[config.mk]
export PLATFORM = sky130hd
export DESIGN_NAME = sq_store_queue
export DESIGN_NICKNAME = d
export VERILOG_FILES = /design/src/rtl/sq_pkg.sv /design/src/rtl/sq_ring_ctl.sv /design/src/rtl/sq_entry_file.sv /design/src/rtl/sq_wb_port.sv /design/src/rtl/sq_store_queue.sv
export SDC_FILE = /design/constraint.sdc
export NUM_CORES = 2
export LEC_CHECK = 0
export BUFFER_PORTS_ARGS = -buffer_cell sky130_fd_sc_hd__buf_2
export CAP_MARGIN = 0
export CORE_ASPECT_RATIO = 1.2
export CORE_MARGIN = 2
export CORE_UTILIZATION = 50
export CTS_BUF_LIST = sky130_fd_sc_hd__clkbuf_2
export DETAILED_ROUTE_END_ITERATION = 8
export PLACE_DENSITY = 0.75
export SKIP_LAST_GASP = 1
export SYNTH_ARGS = -nofsm -noshare
export SYNTH_HDL_FRONTEND = slang
export SYNTH_SLANG_ARGS = --single-unit
[constraint.sdc]
create_clock -name clk -period 13 [get_ports clk]
set_input_delay 1.3 -clock clk [delete_from_list [all_inputs] [get_ports clk]]
set_output_delay 1.3 -clock clk [all_outputs]
set_load 0.005 [all_outputs]
[src/rtl/sq_pkg.sv]
package sq_pkg;

  // Per-slot status flags
  typedef struct packed {
    logic committed;
    logic can_wb;
    logic completed;
  } sq_flags_t;

  localparam sq_flags_t SQ_FLAGS_CLEAR = '0;

endpackage

[src/rtl/sq_ring_ctl.sv]
module sq_ring_ctl #(
  parameter int SLOTS = 8,
  parameter int IDX_W = 3,
  parameter int CNT_W = 4
) (
  input  logic             clk,
  input  logic             rst,
  input  logic             alloc_go,
  input  logic             head_go,
  input  logic             wb_go,
  input  logic             squash_go,
  input  logic [CNT_W-1:0] keep_cnt,
  output logic [IDX_W-1:0] head,
  output logic [IDX_W-1:0] wbptr,
  output logic [IDX_W-1:0] tail,
  output logic [CNT_W-1:0] count
);

  localparam int SUM_W = CNT_W + 1;

  function automatic logic [IDX_W-1:0] step(input logic [IDX_W-1:0] p);
    return (p == IDX_W'(SLOTS - 1)) ? '0 : p + 1'b1;
  endfunction

  logic [SUM_W-1:0] occ_sum;
  logic [SUM_W-1:0] cut_sum;
  logic [IDX_W-1:0] cut_tail;

  // Number of held stores, with the wrap taken into account
  always_comb begin
    if (tail >= head) occ_sum = SUM_W'(tail) - SUM_W'(head);
    else              occ_sum = SUM_W'(tail) + SUM_W'(SLOTS) - SUM_W'(head);
    count = CNT_W'(occ_sum);
  end

  // Tail after a squash: head plus the stores that survive
  always_comb begin
    cut_sum = SUM_W'(head) + SUM_W'(keep_cnt);
    if (cut_sum >= SUM_W'(SLOTS)) cut_sum = cut_sum - SUM_W'(SLOTS);
    cut_tail = IDX_W'(cut_sum);
  end

  always_ff @(posedge clk) begin
    if (rst) begin
      head  <= '0;
      wbptr <= '0;
      tail  <= '0;
    end else begin
      if (head_go) head <= step(head);
      if (wb_go)   wbptr <= step(wbptr);
      if (squash_go)     tail <= cut_tail;
      else if (alloc_go) tail <= step(tail);
    end
  end

endmodule

[src/rtl/sq_entry_file.sv]
module sq_entry_file
  import sq_pkg::*;
#(
  parameter int SLOTS  = 8,
  parameter int IDX_W  = 3,
  parameter int CNT_W  = 4,
  parameter int SEQ_W  = 16,
  parameter int ADDR_W = 32,
  parameter int DATA_W = 64,
  parameter int SIZE_W = 4
) (
  input  logic              clk,
  input  logic              rst,
  input  logic [IDX_W-1:0]  head,
  input  logic [IDX_W-1:0]  wbptr,
  input  logic [IDX_W-1:0]  tail,
  input  logic [CNT_W-1:0]  count,
  input  logic              alloc_go,
  input  logic [SEQ_W-1:0]  alloc_seq,
  input  logic              exec_go,
  input  logic [IDX_W-1:0]  exec_idx,
  input  logic [ADDR_W-1:0] exec_addr,
  input  logic [SIZE_W-1:0] exec_size,
  input  logic [DATA_W-1:0] exec_data,
  input  logic              commit_go,
  input  logic [SEQ_W-1:0]  commit_seq,
  input  logic [SEQ_W-1:0]  squash_seq,
  input  logic              done_go,
  input  logic [IDX_W-1:0]  done_idx,
  output logic [CNT_W-1:0]  keep_cnt,
  output logic [CNT_W-1:0]  pend_cnt,
  output logic              wb_ok,
  output logic              head_go,
  output logic [ADDR_W-1:0] wb_addr,
  output logic [SIZE_W-1:0] wb_size,
  output logic [DATA_W-1:0] wb_data
);

  localparam int SUM_W = CNT_W + 1;

  logic [SEQ_W-1:0]  seq_q  [SLOTS];
  logic [ADDR_W-1:0] addr_q [SLOTS];
  logic [SIZE_W-1:0] size_q [SLOTS];
  logic [DATA_W-1:0] data_q [SLOTS];
  sq_flags_t         flg_q  [SLOTS];

  logic [SLOTS-1:0] live;
  logic [SLOTS-1:0] pend;
  logic [SLOTS-1:0] keep;
  logic [SUM_W-1:0] wb_rank;

  always_comb begin
    if (wbptr >= head) wb_rank = SUM_W'(wbptr) - SUM_W'(head);
    else               wb_rank = SUM_W'(wbptr) + SUM_W'(SLOTS) - SUM_W'(head);
  end

  // Per-slot distance from head decides membership and writeback order
  for (genvar g = 0; g < SLOTS; g++) begin : g_slot
    logic [SUM_W-1:0] rank;
    always_comb begin
      if (IDX_W'(g) >= head) rank = SUM_W'(g) - SUM_W'(head);
      else                   rank = SUM_W'(g) + SUM_W'(SLOTS) - SUM_W'(head);
    end
    assign live[g] = rank < SUM_W'(count);
    assign pend[g] = live[g] && (rank >= wb_rank) && flg_q[g].can_wb && !flg_q[g].completed;
    assign keep[g] = live[g] && (seq_q[g] <= squash_seq);
  end

  always_comb begin
    keep_cnt = '0;
    pend_cnt = '0;
    for (int i = 0; i < SLOTS; i++) begin
      keep_cnt = keep_cnt + CNT_W'(keep[i]);
      pend_cnt = pend_cnt + CNT_W'(pend[i]);
    end
  end

  assign wb_ok   = (wbptr != tail) && flg_q[wbptr].can_wb && !flg_q[wbptr].completed;
  assign head_go = live[head] && (flg_q[head].completed || (done_go && done_idx == head));
  assign wb_addr = addr_q[wbptr];
  assign wb_size = size_q[wbptr];
  assign wb_data = data_q[wbptr];

  always_ff @(posedge clk) begin
    for (int i = 0; i < SLOTS; i++) begin
      if (rst) begin
        flg_q[i]  <= SQ_FLAGS_CLEAR;
        seq_q[i]  <= '0;
        addr_q[i] <= '0;
        size_q[i] <= '0;
        data_q[i] <= '0;
      end else if (alloc_go && tail == IDX_W'(i)) begin
        flg_q[i]  <= SQ_FLAGS_CLEAR;
        seq_q[i]  <= alloc_seq;
        addr_q[i] <= '0;
        size_q[i] <= '0;
        data_q[i] <= '0;
      end else if (live[i]) begin
        logic exec_hit, commit_hit, executed_n, committed_n;
        exec_hit    = exec_go && exec_idx == IDX_W'(i);
        commit_hit  = commit_go && (seq_q[i] < commit_seq);
        executed_n  = (size_q[i] != '0) || exec_hit;
        committed_n = flg_q[i].committed || commit_hit;
        if (exec_hit) begin
          addr_q[i] <= exec_addr;
          size_q[i] <= exec_size;
          data_q[i] <= exec_data;
        end
        flg_q[i].committed <= committed_n;
        flg_q[i].can_wb    <= committed_n && executed_n;
        if (done_go && done_idx == IDX_W'(i)) flg_q[i].completed <= 1'b1;
      end
    end
  end

endmodule

[src/rtl/sq_wb_port.sv]
module sq_wb_port (
  input  logic clk,
  input  logic rst,
  input  logic wb_ok,
  input  logic wb_ready,
  input  logic wb_retry,
  output logic wb_valid,
  output logic wb_go
);

  logic blocked;

  assign wb_valid = wb_ok && !blocked;
  assign wb_go    = wb_valid && wb_ready;

  always_ff @(posedge clk) begin
    if (rst)                        blocked <= 1'b0;
    else if (wb_retry)              blocked <= 1'b0;
    else if (wb_valid && !wb_ready) blocked <= 1'b1;
  end

endmodule

[src/rtl/sq_store_queue.sv]
module sq_store_queue #(
  parameter int SLOTS  = 8,
  parameter int SEQ_W  = 16,
  parameter int ADDR_W = 32,
  parameter int DATA_W = 64,
  parameter int SIZE_W = 4,
  localparam int IDX_W = $clog2(SLOTS),
  localparam int CNT_W = $clog2(SLOTS) + 1
) (
  input  logic              clk,
  input  logic              rst,
  input  logic              alloc_valid,
  input  logic [SEQ_W-1:0]  alloc_seq,
  output logic              alloc_ready,
  output logic [IDX_W-1:0]  alloc_idx,
  input  logic              exec_valid,
  input  logic [IDX_W-1:0]  exec_idx,
  input  logic [ADDR_W-1:0] exec_addr,
  input  logic [SIZE_W-1:0] exec_size,
  input  logic [DATA_W-1:0] exec_data,
  input  logic              commit_valid,
  input  logic [SEQ_W-1:0]  commit_seq,
  input  logic              squash_valid,
  input  logic [SEQ_W-1:0]  squash_seq,
  output logic              wb_valid,
  input  logic              wb_ready,
  output logic [IDX_W-1:0]  wb_idx,
  output logic [ADDR_W-1:0] wb_addr,
  output logic [SIZE_W-1:0] wb_size,
  output logic [DATA_W-1:0] wb_data,
  input  logic              wb_retry,
  input  logic              done_valid,
  input  logic [IDX_W-1:0]  done_idx,
  output logic              full,
  output logic [CNT_W-1:0]  free_cnt,
  output logic [CNT_W-1:0]  pend_cnt,
  output logic              pend_any
);

  logic [IDX_W-1:0] head, wbptr, tail;
  logic [CNT_W-1:0] count, keep_cnt;
  logic             alloc_go, head_go, wb_go, wb_ok;

  assign full        = count >= CNT_W'(SLOTS - 1);
  assign alloc_ready = !full && !squash_valid;
  assign alloc_go    = alloc_valid && alloc_ready;
  assign alloc_idx   = tail;
  assign wb_idx      = wbptr;
  assign free_cnt    = CNT_W'(SLOTS - 1) - count;
  assign pend_any    = pend_cnt != '0;

  sq_ring_ctl #(.SLOTS(SLOTS), .IDX_W(IDX_W), .CNT_W(CNT_W)) u_ring (
    .clk(clk), .rst(rst), .alloc_go(alloc_go), .head_go(head_go), .wb_go(wb_go),
    .squash_go(squash_valid), .keep_cnt(keep_cnt),
    .head(head), .wbptr(wbptr), .tail(tail), .count(count)
  );

  sq_entry_file #(
    .SLOTS(SLOTS), .IDX_W(IDX_W), .CNT_W(CNT_W), .SEQ_W(SEQ_W),
    .ADDR_W(ADDR_W), .DATA_W(DATA_W), .SIZE_W(SIZE_W)
  ) u_file (
    .clk(clk), .rst(rst), .head(head), .wbptr(wbptr), .tail(tail), .count(count),
    .alloc_go(alloc_go), .alloc_seq(alloc_seq),
    .exec_go(exec_valid), .exec_idx(exec_idx), .exec_addr(exec_addr),
    .exec_size(exec_size), .exec_data(exec_data),
    .commit_go(commit_valid), .commit_seq(commit_seq), .squash_seq(squash_seq),
    .done_go(done_valid), .done_idx(done_idx),
    .keep_cnt(keep_cnt), .pend_cnt(pend_cnt), .wb_ok(wb_ok), .head_go(head_go),
    .wb_addr(wb_addr), .wb_size(wb_size), .wb_data(wb_data)
  );

  sq_wb_port u_port (
    .clk(clk), .rst(rst), .wb_ok(wb_ok), .wb_ready(wb_ready), .wb_retry(wb_retry),
    .wb_valid(wb_valid), .wb_go(wb_go)
  );

endmodule

# Yosys cells after proc, flatten, opt, wreduce, memory -nomap -nowiden
# Memory sizes are Yosys's and may differ from the RTL's. A register that Yosys moved wholly into a read port is not among the register bits.
# Cells that the tools add are included.
# classes
reduce_logical,125
eq_ne,25
addsub,42
mux,254
n_bitwise,88
n_lt_le_gt_ge,45
# ops
op,n
$mux W64,16
$mux W32,16
$mux W1,163
$le A16 B16 Y1,8
$lt A16 B16 Y1,8
$mux W16,8
$or A1 B1 Y1,88
$logic_and A1 B1 Y1,81
$mux W3,24
$mux W4,17
$add A4 B1 Y4,12
$mux W5,9
$eq A3 B3 Y1 const B,14
$ge A5 B5 Y1,8
$lt A5 B4 Y1,8
$sub A4 B3 Y5 const A,8
$reduce_bool A4 Y1,9
$eq A3 B2 Y1 const B,6
$logic_or A1 B1 Y1,17
$sub A3 B3 Y4 const A,4
$logic_not A1 Y1,13
$ge A3 B3 Y1 const A,4
$add A3 B1 Y3 const B,3
$eq A3 B1 Y1 const B,3
other kinds (23),32
# totals
wordCells,588
inputBits,163
mem_bits_rw,952
ff_bits,10
n_memories,5
out_inout_bits,118
# mem_list
name,depth,word_bits,rd,rd_clocked_by_memory_dff,wr,line,text
u_file.data_q,8,64,1,1,8,sq_entry_file.sv:44,logic [DATA_W-1:0] data_q [SLOTS];
u_file.addr_q,8,32,1,1,8,sq_entry_file.sv:42,logic [ADDR_W-1:0] addr_q [SLOTS];
u_file.seq_q,8,16,8,0,8,sq_entry_file.sv:41,logic [SEQ_W-1:0] seq_q [SLOTS];
u_file.size_q,8,4,9,1,8,sq_entry_file.sv:43,logic [SIZE_W-1:0] size_q [SLOTS];
u_file.flg_q,8,3,10,2,8,sq_entry_file.sv:45,sq_flags_t flg_q [SLOTS];

# Logic depth before layout (Yosys ltp)
# depth
ltp_word,16
mapped_depth,26

# Cells and area by module
# From an unflattened synthesis, not the netlist that was laid out.
# unflattened
cells_unflattened,3705
hier_area_um2,50146.8
# by_module_without_submodules
module,area_each_um2,instances,cells_per_inst
sq_entry_file,49386.1,1,3621
sq_ring_ctl,654.4,1,71
sq_wb_port,57.6,1,6
sq_store_queue,48.8,1,7

# Worst setup path after synthesis
# Ideal clock, no wire load.
# synth_path
path_kind,register to register
startpoint,register u_ring.head[1]
endpoint,memory u_file.addr_q[5][0] (enable)
t_arrival_ps,10263
n_path_buf,1
setup_slack_ps,2031
setup_ps,706
path_stages_with_launch,13
required_ps,12294
cell_sequence,dfxtp_1 > clkbuf_1 > inv_1 > fa_1 > inv_1 > fa_1 > inv_1 > o211a_1 > nor2_1 > ha_1 > o21ai_0 > o21ai_1 > o31ai_1
# synth_lines
item,line,text
"start, declared",sq_ring_ctl.sv:13,"output logic [IDX_W-1:0] head,"
"start signal, assigned",sq_ring_ctl.sv:49,if (head_go) head <= step(head);
"end, declared",sq_entry_file.sv:42,

# Final worst setup path
# layout_path
startpoint,register u_ring.head[1]
endpoint,output pend_any
# layout_between
elab_chain_cells,14
# layout_lines
item,line,text
"$sub A5 B3 Y5, or another cell as far along",sq_entry_file.sv:54,else wb_rank = SUM_W'(wbptr) + SUM_W'(SLOTS) - SUM_W'(head);
"$mux W5, or another cell as far along",sq_entry_file.sv:53,if (wbptr >= head) wb_rank = SUM_W'(wbptr) - SUM_W'(head);
$ge A5 B5 Y1 / $lt A5 B4 Y1 (equally long branches),"sq_entry_file.sv:65, sq_entry_file.sv:64",
$logic_and A1 B1 Y1 (3 in series),sq_entry_file.sv:65,assign pend[g] = live[g] && (rank >= wb_rank) && flg_q[g].can_wb && !flg_q[g].completed;
$add A1 B1 Y2,sq_entry_file.sv:74,pend_cnt = pend_cnt + CNT_W'(pend[i]);
$add A4 B1 Y4 (5 in series),sq_entry_file.sv:74,
$add A4 B1 Y4 *,sq_entry_file.sv:74,
$reduce_bool A4 Y1 *,sq_store_queue.sv:50,assign pend_any = pend_cnt != '0;
"end, declared",sq_store_queue.sv:37,output logic pend_any
# Mark *: on every way between the ends. The rest lies on a longest branch, timed or not.

==> qor.csv <==
metric;value;unit
rsz0062_at_grt;false;
first_global_vias;34275;
vias;32972;
min_from;exec_valid;
syn_to_final_growth;12.40;%
power_density;152.0;nW/µm²
drtIter0Drc;3089;
yosysWarnings;0;
clock_skew;0.1723;ns
antenna_left;0;
cp_num_buf_inv;6;
peakVddDrop;206.8;µV
wl;138.7;mm
cts_buffers;222;
cp_slowest_cell;dfxtp_1;
synth-edff-count;952;
syn_avg_cell_area;13.81;µm²
fin_tns_setup;0;ns
die_area;101900;µm²
hold_viol;0;
start_kind;flop;
finalSetupViolCount;0;
synth_ff_type;edfxtp_1;
postCtsSetupRepairBufs;0;
antenna_found_initial;17;
cap_viol_max_count;0;
most-common-layout-cells;edfxtp_1 (952), and2_1 (521), nor2_1 (366);
boundaryPins;281;
slew_violations;0;
cts.sinks;968;
wl_per_cell;24.90;µm
ys_ff_latch;968;
dp_hpwl;82.08;mm
syn_inst;3597;
cts_max_path_buffers;3;
crit_path_frequent_cell;fa_1;
dieHeight;349.3;µm
multiInputGateArea;19870;µm²
worst_pin_slew;1.220;ns
grt_max_degree;114;
critPathTopFamily;adder cells;
worstSetupEndpointType;primary output;
n_fill_cell;7986;
arrival;8.32;ns
initial_core_util;50.51;%
vias_per_cell;5.921;
cts.clk_slew.worst_paths;0.12;ns
ys_types;72;
status;finished clean;
ff_latch_area;28920;µm²
port_buffers;280;
clk-insertion-delay-late;1.63;ns
hp-class;input pin to flop;
layout-drive-gt1-share;23.89;%
criticalPathCategory;flop to primary output;
worstSetupStartpoint;u_ring.head[1]$_SDFFE_PP0P_;
async_flop_share;0;%
place_congestion;0.9587;
grt_use_total;27.12;%
layout_commonest_cell;edfxtp_1;
slew_headroom;16.60;%
drt-pass1-iter-count;6;
grt_first_pass_wirelength;205.0;mm
rr_startpoint;u_ring.head[1]$_SDFFE_PP0P_;
max_stage_delay;0.75;ns
layout_min_cycle_time;9.624;ns
post-route-period-util;74.03;%
grt_overflow_total;0;
setup_ws;3.376;ns
synth_area;49690;µm²
cp.required;11.70;ns
finish.utilization;56.77;%
critPathMaxFanout;15;
cts.htree.levels;4;
worstPathCellList;inv_1 -> fa_1 -> inv_1 -> fa_1 -> inv_1 -> o211a_1 -> nor2_1 -> ha_1 -> o21ai_0 -> o21ai_0 -> nor4bb_1 -> ha_1 -> inv_1 -> fa_1 -> inv_1 -> fa_1 -> fa_1 -> fa_1 -> xor2_1 -> or4_1 -> buf_2;
rows;126;
nets;4606;
cts_root_buf;clkbuf_2;
cts_tree;built;
synth-seq-area-share;58.18;%
core;98370;µm²
post-place-ws;4.994;ns
fmax;103.9;MHz
drc;0;
p_leak;0.02252;µW
die_w;291.8;µm
## cells in the mapped netlist, types with 16 or more instances
library cell / n / share of area, %
mux2_2: 101 / 2.3
nand3_1: 16 / 0.16
o21ai_0: 57 / 0.57
mux4_2: 203 / 9.2
a21oi_1: 87 / 0.88
a21o_1: 63 / 0.95
ha_1: 340 / 8.6
buf_2: 33 / 0.33
nand4_1: 50 / 0.63
nand2_1: 163 / 1.2
nor2_1: 368 / 2.8
o21a_1: 16 / 0.24
inv_1: 90 / 0.68
edfxtp_1: 952 / 58
dfxtp_1: 16 / 0.64
and3_1: 122 / 1.5
clkbuf_1: 111 / 0.84
and2_1: 521 / 6.6
buf_1: 37 / 0.28
nand2b_1: 24 / 0.30
nor2b_1: 29 / 0.37
## where the power goes
part / switching (µW) / internal [µW]
logic: 1540 / 1010
clock network: 1240 / 733
registers: 144 / 3830
total: 2920 / 5570
## sequential cells by signal, summed over array words and instances, names as in the netlist, named ones only
name / count
u_file.data_q: 512
u_file.size_q: 32
u_ring.wbptr: 3
u_file.seq_q: 128
u_ring.tail: 3
u_port.blocked: 1
u_file.addr_q: 256
u_file.flg_q: 24
u_ring.head: 3
## final cells by class
type                            count  share of cell area (%)
Timing Repair Buffer              449                   5.395
Antenna cell                       15                 0.06721
Inverter                           91                  0.6116
Multi-Input combinational cell   2358                   35.57
Sequential cell                   968                   51.78
Tap cell                         1280                   2.868
Clock buffer                      340                   3.047
Clock inverter                     68                  0.6587
## worst reg2reg max path, cell delays in order, from the launching register on
cell,delay [ns]
dfxtp_1,0.75
inv_1,0.50
fa_1,0.51
inv_1,0.08
fa_1,0.16
inv_1,0.06
o211a_1,0.27
nor2_1,0.56
ha_1,0.35
o21ai_0,0.06
o21ai_0,0.11
buf_4,0.19
a21oi_1,0.21
ha_1,0.27
inv_1,0.08
fa_1,0.42
fa_1,0.53
fa_1,0.44
fa_1,0.47
fa_1,0.42
xor2_1,0.16
xnor2_1,0.14
a221oi_1,0.24
nor2_1,0.06
dlygate4sd3_1,0.57
## metrics by stage
stage	area, µm²	total power [µW]	hold slack [ns]	std cells
after global placement	52520	6459	0.5461	5024
after floorplan	49700	5570	0.5103	3599
after global routing	55830	8923	0.04696	5562
after CTS	55810	8514	0.0001755	5554
after detailed placement	52520	6516	0.5628	5024
final	55850	8491	0.2158	5569
## kinds of logic (layout without fill, tap and decap cells)
family	after synthesis	count (layout)	share of synthesized area (%)
buffers and inverters	273	948	2.160
DFF	968	968	58.18
other	1	18	0.007547
AOI/OAI and AO/OA	313	313	4.142
and+or+nand+nor	1369	1369	14.65
muxes	308	308	11.57
adders and majority gates	353	353	9.085
xor gates and xnor gates	12	12	0.2115
## path summary, 6_finish.rpt
| kind | cells past startpoint | to | slack [ns] |
|---|---|---|---|
| setup / recovery | 21 | pend_any | 3.38 |
| hold / removal | 3 | u_file.flg_q[7][1]$_DFFE_PP_ | 0.22 |
| setup reg to reg | 24 | u_ring.tail[2]$_SDFFE_PP0P_ | 5.28 |
| hold reg to reg | 2 | flop | 0.58 |
## per-layer routing
metal	wire length (µm)	vias to the layer above	global-route usage, %
met5	74	-	0
met1	50280	16254	32.07
li1	-	14598	-
met2	69340	1751	46.56
met3	13070	357	6.478
met4	5909	12	13.31
## what timing repair did
action,4_1_cts,5_1_grt
hold endpoints to repair,813,0
hold buffers,122,0
gates resized for setup,0,0
Power figures use the tool's default switching activity.
